**config.mk**
```make
export PLATFORM = sky130hd
export DESIGN_NAME = uart9_port
export DESIGN_NICKNAME = d
export VERILOG_FILES = /design/src/rtl/uart9_pkg.sv /design/src/rtl/uart9_baud.sv /design/src/rtl/uart9_tx.sv /design/src/rtl/uart9_rx.sv /design/src/rtl/uart9_port.sv
export SDC_FILE = /design/constraint.sdc
export NUM_CORES = 1
export LEC_CHECK = 0
export ABC_CLOCK_PERIOD_IN_PS = 2300
export CORE_ASPECT_RATIO = 0.9
export CORE_MARGIN = 1
export CORE_UTILIZATION = 51
export DETAILED_ROUTE_END_ITERATION = 10
export PLACE_DENSITY_LB_ADDON = 0.25
export SETUP_SLACK_MARGIN = 0.1
export SYNTH_ARGS = -nofsm -noshare
export SYNTH_HDL_FRONTEND = slang
export SYNTH_SLANG_ARGS = --single-unit
```
**constraint.sdc**
```tcl
create_clock -name clk -period 2.3 [get_ports clk]
set_clock_uncertainty 0.1 [all_clocks]
set_input_delay 0.46 -clock clk [delete_from_list [all_inputs] [get_ports clk]]
set_output_delay 0.46 -clock clk [all_outputs]
set_load 0.05 [all_outputs]
```
**src/rtl/uart9_pkg.sv**
```systemverilog
package uart9_pkg;
  localparam int unsigned BUS_W   = 16;
  localparam int unsigned DATA_W  = 8;
  localparam int unsigned WORD_W  = DATA_W + 1;
  localparam int unsigned FRAME_W = WORD_W + 3;
  localparam int unsigned OVS     = 16;
  localparam int unsigned SUB_W   = $clog2(OVS);
  localparam int unsigned CNT_W   = $clog2(FRAME_W + 1);

  localparam logic [1:0] A_CTRL = 2'd0;
  localparam logic [1:0] A_STAT = 2'd1;
  localparam logic [1:0] A_TXD  = 2'd2;
  localparam logic [1:0] A_RXD  = 2'd3;

  typedef struct packed {
    logic       flow_en;
    logic       rx_ie;
    logic       tx_ie;
    logic       tx_bit9;
    logic [2:0] mode;
    logic       par_even;
    logic       par_en;
    logic       rx_en;
    logic       tx_en;
  } ctrl_t;

  localparam int unsigned CTRL_W = $bits(ctrl_t);

  function automatic logic mode_ok(input logic [2:0] m);
    return (m == 3'd1) || (m == 3'd2) || (m == 3'd3);
  endfunction

  function automatic logic mode_nine(input logic [2:0] m);
    return (m == 3'd2) || (m == 3'd3);
  endfunction
endpackage

```
**src/rtl/uart9_baud.sv**
```systemverilog
module uart9_baud #(
  parameter int unsigned DIV = 2
) (
  input  logic clk,
  input  logic rst_n,
  output logic tick
);
  localparam int unsigned CW = (DIV > 1) ? $clog2(DIV) : 1;

  logic [CW-1:0] cnt_q, cnt_d;

  always_comb begin
    tick  = (cnt_q == CW'(DIV - 1));
    cnt_d = tick ? '0 : cnt_q + 1'b1;
  end

  always_ff @(posedge clk or negedge rst_n) begin
    if (!rst_n) cnt_q <= '0;
    else        cnt_q <= cnt_d;
  end
endmodule

```
**src/rtl/uart9_tx.sv**
```systemverilog
module uart9_tx import uart9_pkg::*; (
  input  logic              clk,
  input  logic              rst_n,
  input  logic              tick,
  input  logic              enable,
  input  logic              nine,
  input  logic              par_en,
  input  logic              par_even,
  input  logic              bit9,
  input  logic              wr,
  input  logic [DATA_W-1:0] wdata,
  output logic              txd,
  output logic              hold_empty,
  output logic              shift_empty,
  output logic              load
);
  logic                hold_full_q, hold_full_d;
  logic [DATA_W-1:0]   hold_q, hold_d;
  logic                busy_q, busy_d;
  logic [FRAME_W-1:0]  sh_q, sh_d;
  logic [CNT_W-1:0]    left_q, left_d;
  logic [SUB_W-1:0]    sub_q, sub_d;
  logic [FRAME_W-1:0]  frame;
  logic [CNT_W-1:0]    nbits;
  logic [WORD_W-1:0]   word;
  logic                par;

  // Frame image built from the holding register and the live ninth-bit flag
  always_comb begin
    word  = {bit9 & nine, hold_q};
    par   = par_even ? ^word : ~(^word);
    frame = '1;
    frame[0] = 1'b0;
    frame[DATA_W:1] = hold_q;
    if (nine) frame[WORD_W] = bit9;
    if (par_en) begin
      if (nine) frame[WORD_W+1] = par;
      else      frame[WORD_W]   = par;
    end
    nbits = CNT_W'(DATA_W + 2) + CNT_W'(nine) + CNT_W'(par_en);
  end

  assign load = enable && hold_full_q && !busy_q;

  always_comb begin
    hold_d      = hold_q;
    hold_full_d = hold_full_q;
    busy_d      = busy_q;
    sh_d        = sh_q;
    left_d      = left_q;
    sub_d       = sub_q;
    if (load) begin
      hold_full_d = 1'b0;
      busy_d      = 1'b1;
      sh_d        = frame;
      left_d      = nbits;
      sub_d       = '0;
    end else if (busy_q && tick) begin
      sub_d = sub_q + 1'b1;
      if (sub_q == SUB_W'(OVS - 1)) begin
        sh_d   = {1'b1, sh_q[FRAME_W-1:1]};
        left_d = left_q - 1'b1;
        if (left_q == CNT_W'(1)) busy_d = 1'b0;
      end
    end
    if (wr && enable && !hold_full_q) begin
      hold_d      = wdata;
      hold_full_d = 1'b1;
    end
  end

  always_ff @(posedge clk or negedge rst_n) begin
    if (!rst_n) begin
      hold_q      <= '0;
      hold_full_q <= 1'b0;
      busy_q      <= 1'b0;
      sh_q        <= '1;
      left_q      <= '0;
      sub_q       <= '0;
    end else begin
      hold_q      <= hold_d;
      hold_full_q <= hold_full_d;
      busy_q      <= busy_d;
      sh_q        <= sh_d;
      left_q      <= left_d;
      sub_q       <= sub_d;
    end
  end

  assign txd         = busy_q ? sh_q[0] : 1'b1;
  assign hold_empty  = !hold_full_q;
  assign shift_empty = !busy_q && !hold_full_q;

  // every frame begins with a low start bit
  a_r2_start_low: assert property (@(posedge clk) disable iff (!rst_n)
    $rose(busy_q) |-> (txd == 1'b0));
  // the holding register is free once its word is in the shifter
  a_r6_hold_freed: assert property (@(posedge clk) disable iff (!rst_n)
    load |=> hold_empty);
  // an empty transmitter leaves the line idle
  a_r6_empty_idle: assert property (@(posedge clk) disable iff (!rst_n)
    shift_empty |-> txd);
endmodule

```
**src/rtl/uart9_rx.sv**
```systemverilog
module uart9_rx import uart9_pkg::*; (
  input  logic              clk,
  input  logic              rst_n,
  input  logic              tick,
  input  logic              enable,
  input  logic              nine,
  input  logic              par_en,
  input  logic              par_even,
  input  logic              rxd,
  output logic              done,
  output logic              bad_par,
  output logic [WORD_W-1:0] word
);
  logic                s1_q, s2_q;
  logic                active_q, active_d;
  logic [SUB_W-1:0]    sub_q, sub_d;
  logic [CNT_W-1:0]    bitn_q, bitn_d;
  logic [WORD_W-1:0]   buf_q, buf_d;
  logic                parb_q, parb_d;
  logic [CNT_W-1:0]    nd, stop_idx;
  logic                exp_par, mid;

  always_comb begin
    nd       = CNT_W'(DATA_W) + CNT_W'(nine);
    stop_idx = nd + CNT_W'(par_en) + 1'b1;
    exp_par  = par_even ? ^buf_q : ~(^buf_q);
    mid      = active_q && tick && (sub_q == SUB_W'(OVS/2 - 1));
    active_d = active_q;
    sub_d    = sub_q;
    bitn_d   = bitn_q;
    buf_d    = buf_q;
    parb_d   = parb_q;
    done     = 1'b0;
    bad_par  = 1'b0;
    if (!enable) begin
      active_d = 1'b0;
    end else if (!active_q) begin
      if (!s2_q) begin
        active_d = 1'b1;
        sub_d    = '0;
        bitn_d   = '0;
        buf_d    = '0;
        parb_d   = 1'b0;
      end
    end else if (tick) begin
      sub_d = sub_q + 1'b1;
      if (mid) begin
        if (bitn_q == '0 && s2_q) begin
          active_d = 1'b0;
        end else if (bitn_q == stop_idx) begin
          active_d = 1'b0;
          done     = 1'b1;
          bad_par  = par_en && (parb_q != exp_par);
        end else begin
          for (int i = 0; i < WORD_W; i++)
            if (bitn_q == CNT_W'(i + 1) && CNT_W'(i) < nd) buf_d[i] = s2_q;
          if (par_en && bitn_q == nd + 1'b1) parb_d = s2_q;
          bitn_d = bitn_q + 1'b1;
        end
      end
    end
  end

  always_ff @(posedge clk or negedge rst_n) begin
    if (!rst_n) begin
      s1_q     <= 1'b1;
      s2_q     <= 1'b1;
      active_q <= 1'b0;
      sub_q    <= '0;
      bitn_q   <= '0;
      buf_q    <= '0;
      parb_q   <= 1'b0;
    end else begin
      s1_q     <= rxd;
      s2_q     <= s1_q;
      active_q <= active_d;
      sub_q    <= sub_d;
      bitn_q   <= bitn_d;
      buf_q    <= buf_d;
      parb_q   <= parb_d;
    end
  end

  assign word = buf_q;

  // a start bit found high at its middle abandons the word
  a_r9_false_start: assert property (@(posedge clk) disable iff (!rst_n)
    (mid && bitn_q == '0 && s2_q) |=> !active_q);
endmodule

```
**src/rtl/uart9_port.sv**
```systemverilog
module uart9_port import uart9_pkg::*; #(
  parameter int unsigned DIV = 2
) (
  input  logic             clk,
  input  logic             rst_n,
  input  logic             wr_en,
  input  logic             rd_en,
  input  logic [1:0]       addr,
  input  logic [BUS_W-1:0] wdata,
  output logic [BUS_W-1:0] rdata,
  output logic             txd,
  input  logic             rxd,
  output logic             irq
);
  logic              r1_q, srst_n;
  logic              tick;
  ctrl_t             ctrl_q, ctrl_d;
  logic              rx_ready_q, rx_ready_d;
  logic              perr_q, perr_d;
  logic [WORD_W-1:0] rx_word_q, rx_word_d;
  logic              hold_empty, shift_empty, tx_load;
  logic              rx_done, rx_bad;
  logic [WORD_W-1:0] rx_word_in;
  logic              rx_read;
  logic              unused_bits;

  // Reset asserts at once and releases on a clock edge
  always_ff @(posedge clk or negedge rst_n) begin
    if (!rst_n) begin
      r1_q   <= 1'b0;
      srst_n <= 1'b0;
    end else begin
      r1_q   <= 1'b1;
      srst_n <= r1_q;
    end
  end

  uart9_baud #(.DIV(DIV)) u_baud (.clk(clk), .rst_n(srst_n), .tick(tick));

  uart9_tx u_tx (
    .clk(clk), .rst_n(srst_n), .tick(tick),
    .enable(ctrl_q.tx_en && mode_ok(ctrl_q.mode)),
    .nine(mode_nine(ctrl_q.mode)), .par_en(ctrl_q.par_en),
    .par_even(ctrl_q.par_even), .bit9(ctrl_q.tx_bit9),
    .wr(wr_en && addr == A_TXD), .wdata(wdata[DATA_W-1:0]),
    .txd(txd), .hold_empty(hold_empty), .shift_empty(shift_empty),
    .load(tx_load)
  );

  uart9_rx u_rx (
    .clk(clk), .rst_n(srst_n), .tick(tick),
    .enable(ctrl_q.rx_en && mode_ok(ctrl_q.mode)),
    .nine(mode_nine(ctrl_q.mode)), .par_en(ctrl_q.par_en),
    .par_even(ctrl_q.par_even), .rxd(rxd),
    .done(rx_done), .bad_par(rx_bad), .word(rx_word_in)
  );

  assign rx_read     = rd_en && addr == A_RXD;
  assign unused_bits = ^wdata[BUS_W-1:CTRL_W];

  always_comb begin
    ctrl_d = ctrl_q;
    if (wr_en && addr == A_CTRL) ctrl_d = ctrl_t'(wdata[CTRL_W-1:0]);
    if (tx_load) ctrl_d.tx_bit9 = 1'b0;
    rx_ready_d = rx_ready_q;
    if (rx_read) rx_ready_d = 1'b0;
    if (rx_done) rx_ready_d = 1'b1;
    rx_word_d = rx_done ? rx_word_in : rx_word_q;
    perr_d = perr_q;
    if (wr_en && addr == A_STAT && wdata[3]) perr_d = 1'b0;
    if (rx_done && rx_bad) perr_d = 1'b1;
  end

  always_ff @(posedge clk or negedge srst_n) begin
    if (!srst_n) begin
      ctrl_q     <= '0;
      rx_ready_q <= 1'b0;
      rx_word_q  <= '0;
      perr_q     <= 1'b0;
    end else begin
      ctrl_q     <= ctrl_d;
      rx_ready_q <= rx_ready_d;
      rx_word_q  <= rx_word_d;
      perr_q     <= perr_d;
    end
  end

  assign irq = (ctrl_q.tx_ie && hold_empty) || (ctrl_q.rx_ie && rx_ready_q);

  always_comb begin
    case (addr)
      A_CTRL:  rdata = {{(BUS_W-CTRL_W){1'b0}}, ctrl_q};
      A_STAT:  rdata = {{(BUS_W-4){1'b0}}, perr_q, shift_empty, hold_empty, rx_ready_q};
      A_RXD:   rdata = {{(BUS_W-WORD_W){1'b0}}, rx_word_q};
      default: rdata = '0;
    endcase
  end

  // the ninth-bit flag is gone the cycle after its word was taken
  a_r4_bit9_cleared: assert property (@(posedge clk) disable iff (!srst_n)
    tx_load |=> !ctrl_q.tx_bit9);
  // receive ready holds until the data register is read
  a_r8_ready_held: assert property (@(posedge clk) disable iff (!srst_n)
    (rx_ready_q && !rx_read) |=> rx_ready_q);
endmodule

```
==> impl_metrics.tcl, run 1 <==
set metrics [dict create \
    clockBufferDepth 2 \
    power_density_nw_per_um2 598 \
    critPathKind "reg2reg" \
    leakagePower_uw 0.00218 \
    grt_max_degree 48 \
    path_cells "nor2b_4 > inv_2 > ha_4 > xor2_4 > nand4_4 > nor3_4 > clkbuf_16 > mux2_4" \
    io_buffers 30 \
    gp_congestion 0.902 \
    clock_latency_ps 340 \
    r2r_end "rx_word_q[7]" \
    final_core_util_pct 69.3 \
    vias_per_cell 5.79 \
    grt-busiest-layer "met2" \
    final_cells 521 \
    met3_usage_pct 6.36 \
    ir_worst_vdd_mv 0.423 \
    ys_seq_area_share_pct 48.6 \
    cpLargestDelayFamily "simple AND/OR/NAND/NOR gates" \
    synthTopCellsByArea "dfrtp_1, dfstp_2, mux2_2" \
    drt_pass1_iterations 5 \
    hold_violations 0 \
    critical_path.startpoint_type "register" \
    final_cell_mix "dfrtp_1, nand2_1, buf_4" \
    grt_use_total_pct 23.0 \
    slew_viol_final 0 \
    final_common_cell "dfrtp_1" \
    root_buffer "clkbuf_8" \
    worstMarginPinSlew_ps 665 \
    outcome "completed" \
    ant_nets 0 \
    die_h_um 84.9 \
    min_period_ps 2280 \
    slowest_stage "dfrtp_1" \
    cp_max_fo 5 \
    floorplan.initialDensity_pct 53.9 \
    met1_usage_pct 32.2 \
    seq_power_share_pct 48.7 \
    drt_iter0_markers 321 \
    r2r_start "ctrl_q[6]" \
    synth_edf_count 0 \
    finish.instance_area_um2 5000 \
    syn_area_um2 3890 \
    grt_pass1_wl_um 13900 \
    yosysWarnings 0 \
    r2r_cells 8 \
    slew_headroom_pct 55.2 \
    die-area_um2 7990 \
    dp_cells 495 \
    avgSynthCellArea_um2 10.7 \
    antenna_found_initial 0 \
    placedInstanceArea_um2 4550 \
    grt_pass1_vias 2867 \
    power.clock.fraction_pct 32.0 \
    ff_latch_area_um2 1900 \
    routed_wl_um 9260 \
    area_growth_pct 28.4 \
    synth.ff_latch_count 75 \
    dp_hpwl_um 5860 \
    fmax_mhz 438 \
    synth_top_area_cell "dfrtp_1" \
    met2_usage_pct 35.0 \
    overflow 0 \
    dieWidth_um 94.1 \
    antenna_cells 0 \
    cp.arrival_ps 2420 \
    drive_gt1_share_pct 29.9 \
    multi_input_area_um2 2040 \
    fill_cells 501 \
    min_path_type "in2async" \
    syn_inst 364 \
    switching_power_uw 874 \
    cts.sinks 75 \
    pre_cts_slack_ps -3.26 \
    htree_levels 3 \
    endpoint_kind "register" \
    rsz0062_at_grt "true" \
    power_frac_comb_pct 19.3 \
    cts_made_buffers 9 \
    synth_ff_type "dfrtp_1" \
    swShare_pct 29.3 \
    setup_violations 0 \
    core_um2 7220 \
    cellInternalPower_uw 2110 \
    period_share_pct 99.3 \
    netlist.area_leader.share_pct 39.8 \
    post_drt_wl_per_cell_um 17.8 \
    nNetsFinal 456 \
    cp_num_buf_inv 2 \
    reg2reg_slack_ps 20 \
    cts_tree "built" \
    cp.required_ps 2440 \
    rows 29 \
    drc_errors 0 \
    io_pins 41 \
    vias 3019 \
    async_flop_share_pct 100 \
    fin_ws_ps 15.9 \
    cap_violations 0 \
    synth_cell_types 51 \
    cts.reportedPaths.clkPinSlew_ps 80 \
    hold_buffers 0 \
    max_stage_delay_ps 410 \
]
==> routing by layer <==
metal  vias to the layer above  routed length (um)
met5                         -                   0
met4                         0                 221
met3                        18                 540
met2                       120                4290
met1                      1497                4220
li1                       1384                   -
==> power groups by stage <==
stage                     logic (uW)  registers, uW  clock network (uW)
final                            577           1450                 958
after global routing             612           1460                1030
after CTS                        518           1450                 981
after detailed placement         506           1480                   0
after global placement           502           1470                   0
after floorplan                  304           1460                   0
==> what timing repair did <==
| action | 4_1_cts | 5_1_grt |
|---|---|---|
| gates cloned | 0 | 1 |
| setup buffers | 4 | 6 |
| pin swaps | 1 | 10 |
| setup endpoints to repair | 25 | 22 |
| resized for setup | 4 | 31 |
==> through the flow <==
stage          power, uW  hold slack, ps  TNS (ps)
3_3_place_gp        1970             194         0
6_report            2990             163         0
4_1_cts             2950             156         0
5_1_grt             3110             153      -124
3_5_place_dp        1980             198     -3.26
2_1_floorplan       1770            64.4         0
==> cells in the mapped netlist, types with 2 or more instances <==
master	number
a21oi_1	5
a22o_1	11
and2_0	2
and2_1	3
and2b_2	2
buf_2	2
buf_4	6
buf_6	2
clkbuf_1	9
conb_1	2
dfrtp_1	62
dfstp_2	13
ha_1	10
inv_1	12
mux2_2	27
mux2i_1	20
nand2_1	47
nand2b_1	2
nand3_1	10
nand4_1	9
nand4b_1	2
nor2_1	14
nor3_1	10
nor3b_1	2
o211ai_1	3
o21ai_0	28
o31ai_1	2
or3_1	3
xnor2_1	15
xor2_1	8
==> sequential cells by signal, indices dropped and copies added (netlist names), 4 cells and up <==
signal       cells
u_tx.sub_q       4
u_tx.sh_q       11
u_rx.bitn_q      4
u_tx.left_q      4
u_rx.word        9
rx_word_q        9
u_rx.sub_q       4
ctrl_q          11
u_tx.hold_q      8
==> cell families (layout without fill, tap and decap cells) <==
kind of cell | Yosys count | in the layout | synth area share (%)
AOI/OAI and AO/OA | 59 | 59 | 9.83
xor gates and xnor gates | 24 | 24 | 5.75
adders and majority gates | 10 | 10 | 3.21
buffers and inverters | 31 | 91 | 4.02
DFF | 75 | 75 | 48.6
muxes | 47 | 47 | 12.9
other | 2 | 6 | 0.193
and+or+nand+nor | 116 | 116 | 15.5
==> worst reg2reg max path, delay by kind of cell, from the launching register on <==
kind                       cells  cell delay, ps
and+or+nand+nor                3             700
DFF                            1             410
buffers and inverters          2             300
muxes                          1             290
xor gates and xnor gates       1             200
adders and majority gates      1             190
==> area by class of cell <==
type | instances | share of cell area [%]
clock inverters | 5 | 0.726
repair buffers | 63 | 14.3
clock buffers | 11 | 3.05
inverters | 12 | 0.901
flip-flops and latches | 75 | 37.9
multi-input cells | 262 | 40.8
well taps | 93 | 2.33
==> worst max path at each step <==
stage	cells after the start	endpoint	slack, ps	from
2_1_floorplan	9	rx_word_q[0]	120	ctrl_q[5]
3_3_place_gp	4	rdata[3]	3	addr[1]
3_5_place_dp	4	rdata[3]	-3	addr[1]
4_1_cts	8	rx_word_q[3]	100	ctrl_q[5]
5_1_grt	10	u_rx.word[7]	-20	ctrl_q[6]
6_report	8	rx_word_q[7]	20	ctrl_q[6]
No activity file was read; power rests on OpenSTA's default activity.
==> run 2, diff against run 1 <==
- PLACE_DENSITY: default -> 0.85
- PLACE_DENSITY_LB_ADDON: 0.25 -> default
==> impl_metrics.tcl, run 2 (same netlist as run 1, synthesis figures left out) <==
set metrics [dict create \
    ff_latch_area_um2 1900 \
    cp_max_fo 6 \
    hold_violations 0 \
    top_layer_used "met4" \
    grt_pass1_wl_um 15700 \
    critPathKind "reg2reg" \
    overflow 0 \
    final_cell_mix "dfrtp_1, nand2_1, buf_4" \
    gp_congestion 0.905 \
    wl_met1_um 4240 \
    fill_cells 475 \
    endpoint_kind "register" \
    slowest_stage "dfrtp_1" \
    min_period_ps 2270 \
    vias_per_cell 5.89 \
    multi_input_area_um2 2000 \
    drt_iter0_markers 175 \
    cts_tree "built" \
    power_density_nw_per_um2 618 \
    path_cells "nor2b_4 > buf_6 > ha_4 > xor2_2 > nand4_2 > nor3_4 > buf_12 > buf_12 > mux2_4" \
    drt_pass1_iterations 4 \
    drc_errors 0 \
    cp-startpoint "ctrl_q[5]" \
    min_path_type "in2async" \
    dieWidth_um 94.1 \
    grt_pass1_vias 3199 \
    routed_wl_um 10200 \
    slew_headroom_pct 57.7 \
    antenna_cells 0 \
    max_stage_delay_ps 400 \
    post_drt_wl_per_cell_um 19.4 \
    drive_gt1_share_pct 31.4 \
    cap_violations 0 \
    vias 3098 \
    crit_path_end "rx_word_q[8]" \
    wl_met3_um 570 \
    die_h_um 84.9 \
    clock_latency_ps 370 \
    grt_max_degree 74 \
    rsz0062_at_grt "true" \
    final_core_util_pct 69.5 \
    r2r_cells 9 \
    area_growth_pct 28.8 \
    cpMostUsedCell "buf_12" \
    dp_hpwl_um 6540 \
    worstMarginPinSlew_ps 628 \
    nNetsFinal 461 \
    critical_path.startpoint_type "register" \
    antenna_found_initial 0 \
    setup_violations 0 \
    fmax_mhz 441 \
    cts.reportedPaths.clkPinSlew_ps 90 \
    cp.required_ps 2450 \
    reg_top3 "ctrl_q x11, u_tx.sh_q x11" \
    period_share_pct 98.5 \
    ant_nets 0 \
    slew_viol_final 0 \
    outcome "completed" \
    clockBufferDepth 2 \
    r2r_start "ctrl_q[5]" \
    core_um2 7220 \
    cts_made_buffers 9 \
    io_pins 41 \
    reg2reg_slack_ps 30 \
    die-area_um2 7990 \
    cp.arrival_ps 2420 \
    rows 29 \
    grt_use_total_pct 26.2 \
    io_buffers 30 \
    cts.sinks 75 \
    final_common_cell "dfrtp_1" \
    root_buffer "clkbuf_8" \
    wl_met2_um 5200 \
    leakagePower_uw 0.00218 \
    ir_worst_vdd_mv 0.424 \
    r2r_end "rx_word_q[8]" \
    floorplan.initialDensity_pct 53.9 \
    holdWs_ps 143 \
    htree_levels 3 \
]
## run 2: cell types whose count changed in the layout (fill, tap and decap cells not counted), sizes merged
cell	change
clkinv	-2
clkinvlp	+2
inv	+1
buf	+6
clkbuf	-2
## run 2: worst max-delay path: cells and delay by family (launching register included)
kind	cells	cell delay [ps]
flip-flops	1	400
AND/OR/NAND/NOR	3	510
XOR/XNOR	1	150
adder cells (fa/ha/maj)	1	270
buffers and inverters	3	400
multiplexers	1	310
## run 2: layout make-up
class                   instances  share of cell area, %
inverters                      12                  0.898
clock inverters                 6                   1.10
well taps                      93                   2.32
flip-flops and latches         75                   37.8
clock buffers                  10                   2.97
repair buffers                 68                   15.1
multi-input cells             262                   39.8
## run 2: worst min path at each step
stage | from | endpoint | slack [ps]
finish | rst_n | r1_q | 140
CTS | rst_n | r1_q | 140
floorplan | rst_n | r1_q | 60
global route | rst_n | srst_n | 140
detailed placement | srst_n | ctrl_q[9] | 210
global placement | srst_n | ctrl_q[10] | 200
## run 2: where the power goes
part / internal (uW) / switching (uW)
Combinational: 291 / 325
Sequential: 1380 / 69.5
Clock: 476 / 564
Total: 2140 / 958
## run 2: what timing repair did
action	4_1_cts	5_1_grt
pin swaps	4	8
hold buffers	0	0
gates resized for setup	13	22
endpoints found under the hold margin	0	0
buffers inserted	10	3
gates cloned	1	0
endpoints found under the setup margin	28	22
## run 2: per-stage QoR
step | instance area [um^2] | setup TNS (ps) | total power [uW] | setup slack, ps | std cells
global route | 5010 | -247 | 3200 | -42.3 | 526
floorplan | 3930 | 0 | 1770 | 121 | 368
detailed placement | 4540 | -310 | 1990 | -35.9 | 496
finish | 5010 | 0 | 3100 | 33.6 | 526
global placement | 4540 | -57.7 | 1970 | -26.1 | 496
CTS | 4900 | 0 | 3050 | 75.6 | 523
## run 2: routing by layer
| layer | up-vias | global-route usage, % |
|---|---|---|
| met3 | 26 | 5.56 |
| met4 | 0 | 10.3 |
| li1 | 1401 | - |
| met1 | 1575 | 33.0 |
| met5 | - | 0 |
| met2 | 96 | 44.0 |
==> run 3, diff against run 2 <==
- CORE_MARGIN: 1 -> 2
==> impl_metrics.tcl, run 3 (same netlist as run 1, synthesis figures left out) <==
set metrics [dict create \
    cp.arrival_ps 2400 \
    slowest_stage "dfrtp_1" \
    fmax_mhz 444 \
    htree_levels 3 \
    clockBufferDepth 2 \
    drt_iter0_markers 282 \
    cts.reportedPaths.clkPinSlew_ps 80 \
    dieWidth_um 96.1 \
    leakagePower_uw 0.00214 \
    hold_violations 0 \
    cts_made_buffers 9 \
    overflow 0 \
    io_pins 41 \
    cts.sinks 75 \
    die-area_um2 8350 \
    rsz0062_at_grt "true" \
    vias_per_cell 5.70 \
    cp.required_ps 2450 \
    cts_tree "built" \
    wl_met2_um 4310 \
    endpoint_kind "register" \
    gp_congestion 0.976 \
    io_buffers 30 \
    fin_ws_ps 48.4 \
    pre_cts_slack_ps -29.1 \
    grt_use_total_pct 22.8 \
    cp_max_fo 11 \
    slew_viol_final 0 \
    grt_max_degree 52 \
    power_density_nw_per_um2 611 \
    grt_pass1_vias 2993 \
    period_share_pct 97.9 \
    outcome "completed" \
    cp_num_buf_inv 2 \
    vias 2954 \
    root_buffer "clkbuf_8" \
    hold_buffers 0 \
    drt_pass1_iterations 4 \
    final_common_cell "dfrtp_1" \
    post_drt_wl_per_cell_um 17.1 \
    routed_wl_um 8880 \
    cpLargestDelayFamily "simple AND/OR/NAND/NOR gates" \
    final_core_util_pct 65.0 \
    ant_nets 0 \
    grt_pass1_wl_um 14400 \
    slew_headroom_pct 54.1 \
    max_stage_delay_ps 390 \
    reg_top3 "ctrl_q x11, u_tx.sh_q x11" \
    ir_worst_vdd_mv 0.543 \
    antenna_cells 0 \
    nNetsFinal 450 \
    min_path_type "reg2async" \
    top_layer_used "met4" \
    rows 30 \
    cap_violations 0 \
    placedInstanceArea_um2 4540 \
    die_h_um 86.9 \
    drive_gt1_share_pct 28.2 \
    setup_violations 0 \
    finish.instance_area_um2 4850 \
    drc_errors 0 \
    core_um2 7470 \
    clock_latency_ps 360 \
    wl_met1_um 3900 \
    wl_met3_um 492 \
    floorplan.initialDensity_pct 52.1 \
    worstMarginPinSlew_ps 681 \
    final_cell_mix "dfrtp_1, nand2_1, o21ai_0" \
    antenna_found_initial 0 \
    path_cells "nor2b_1 > buf_4 > ha_4 > xor2_4 > nand4_4 > nor3_4 > buf_12 > mux2_2" \
    area_growth_pct 24.6 \
    critical_path.startpoint_type "register" \
    critPathKind "reg2reg" \
    min_period_ps 2250 \
    dp_hpwl_um 6250 \
]
-- run 3: per-stage QoR --
step / instances / hold WS [ps] / TNS (ps) / total power [uW]
floorplan: 368 / 64.4 / 0 / 1770
global placement: 498 / 154 / -14.1 / 1960
detailed placement: 498 / 160 / -70.7 / 1980
CTS: 514 / 137 / 0 / 2940
global route: 518 / 151 / -294 / 3090
finish: 518 / 146 / 0 / 2970
-- run 3: worst paths after layout --
kind / startpoint / end / slack, ps / cells past startpoint
setup reg to reg: ctrl_q[5] / rx_word_q[5] / 50 / 8
hold reg to reg: srst_n / rx_ready_q / 150 / 0
setup / recovery: ctrl_q[5] / rx_word_q[5] / 50 / 8
min in group clk: u_rx.s1_q / u_rx.s2_q / 260 / 0
hold / removal: srst_n / rx_ready_q / 150 / 0
max in group asynchronous: srst_n / u_tx.sh_q[0] / 1260 / 1
-- run 3: final cells by class --
type	count	area (um^2)
inverter	12	45.0
tap	96	120
fill	517	2620
clock buffer	9	124
timing repair buffer	57	638
sequential	75	1900
clock inverter	7	58.8
multi-input combinational	262	1970
-- run 3: per-layer routing --
metal  vias to the layer above  GRT usage, %
met3                        18          6.41
met4                         0          7.14
met1                      1446          31.3
li1                       1381             -
met2                       109          35.1
met5                         -             0
-- run 3: where the power goes --
group | switching, uW | total [uW] | internal (uW)
sequential | 71.8 | 1450 | 1380
combinational | 294 | 557 | 263
clock | 548 | 959 | 411
total | 914 | 2970 | 2050
-- run 3: repair_timing --
action                     4_1_cts  5_1_grt
pin swaps                        1        7
setup endpoints to repair       27       24
gates resized for setup          6       15
setup buffers                    0        4
gates cloned                     0        0
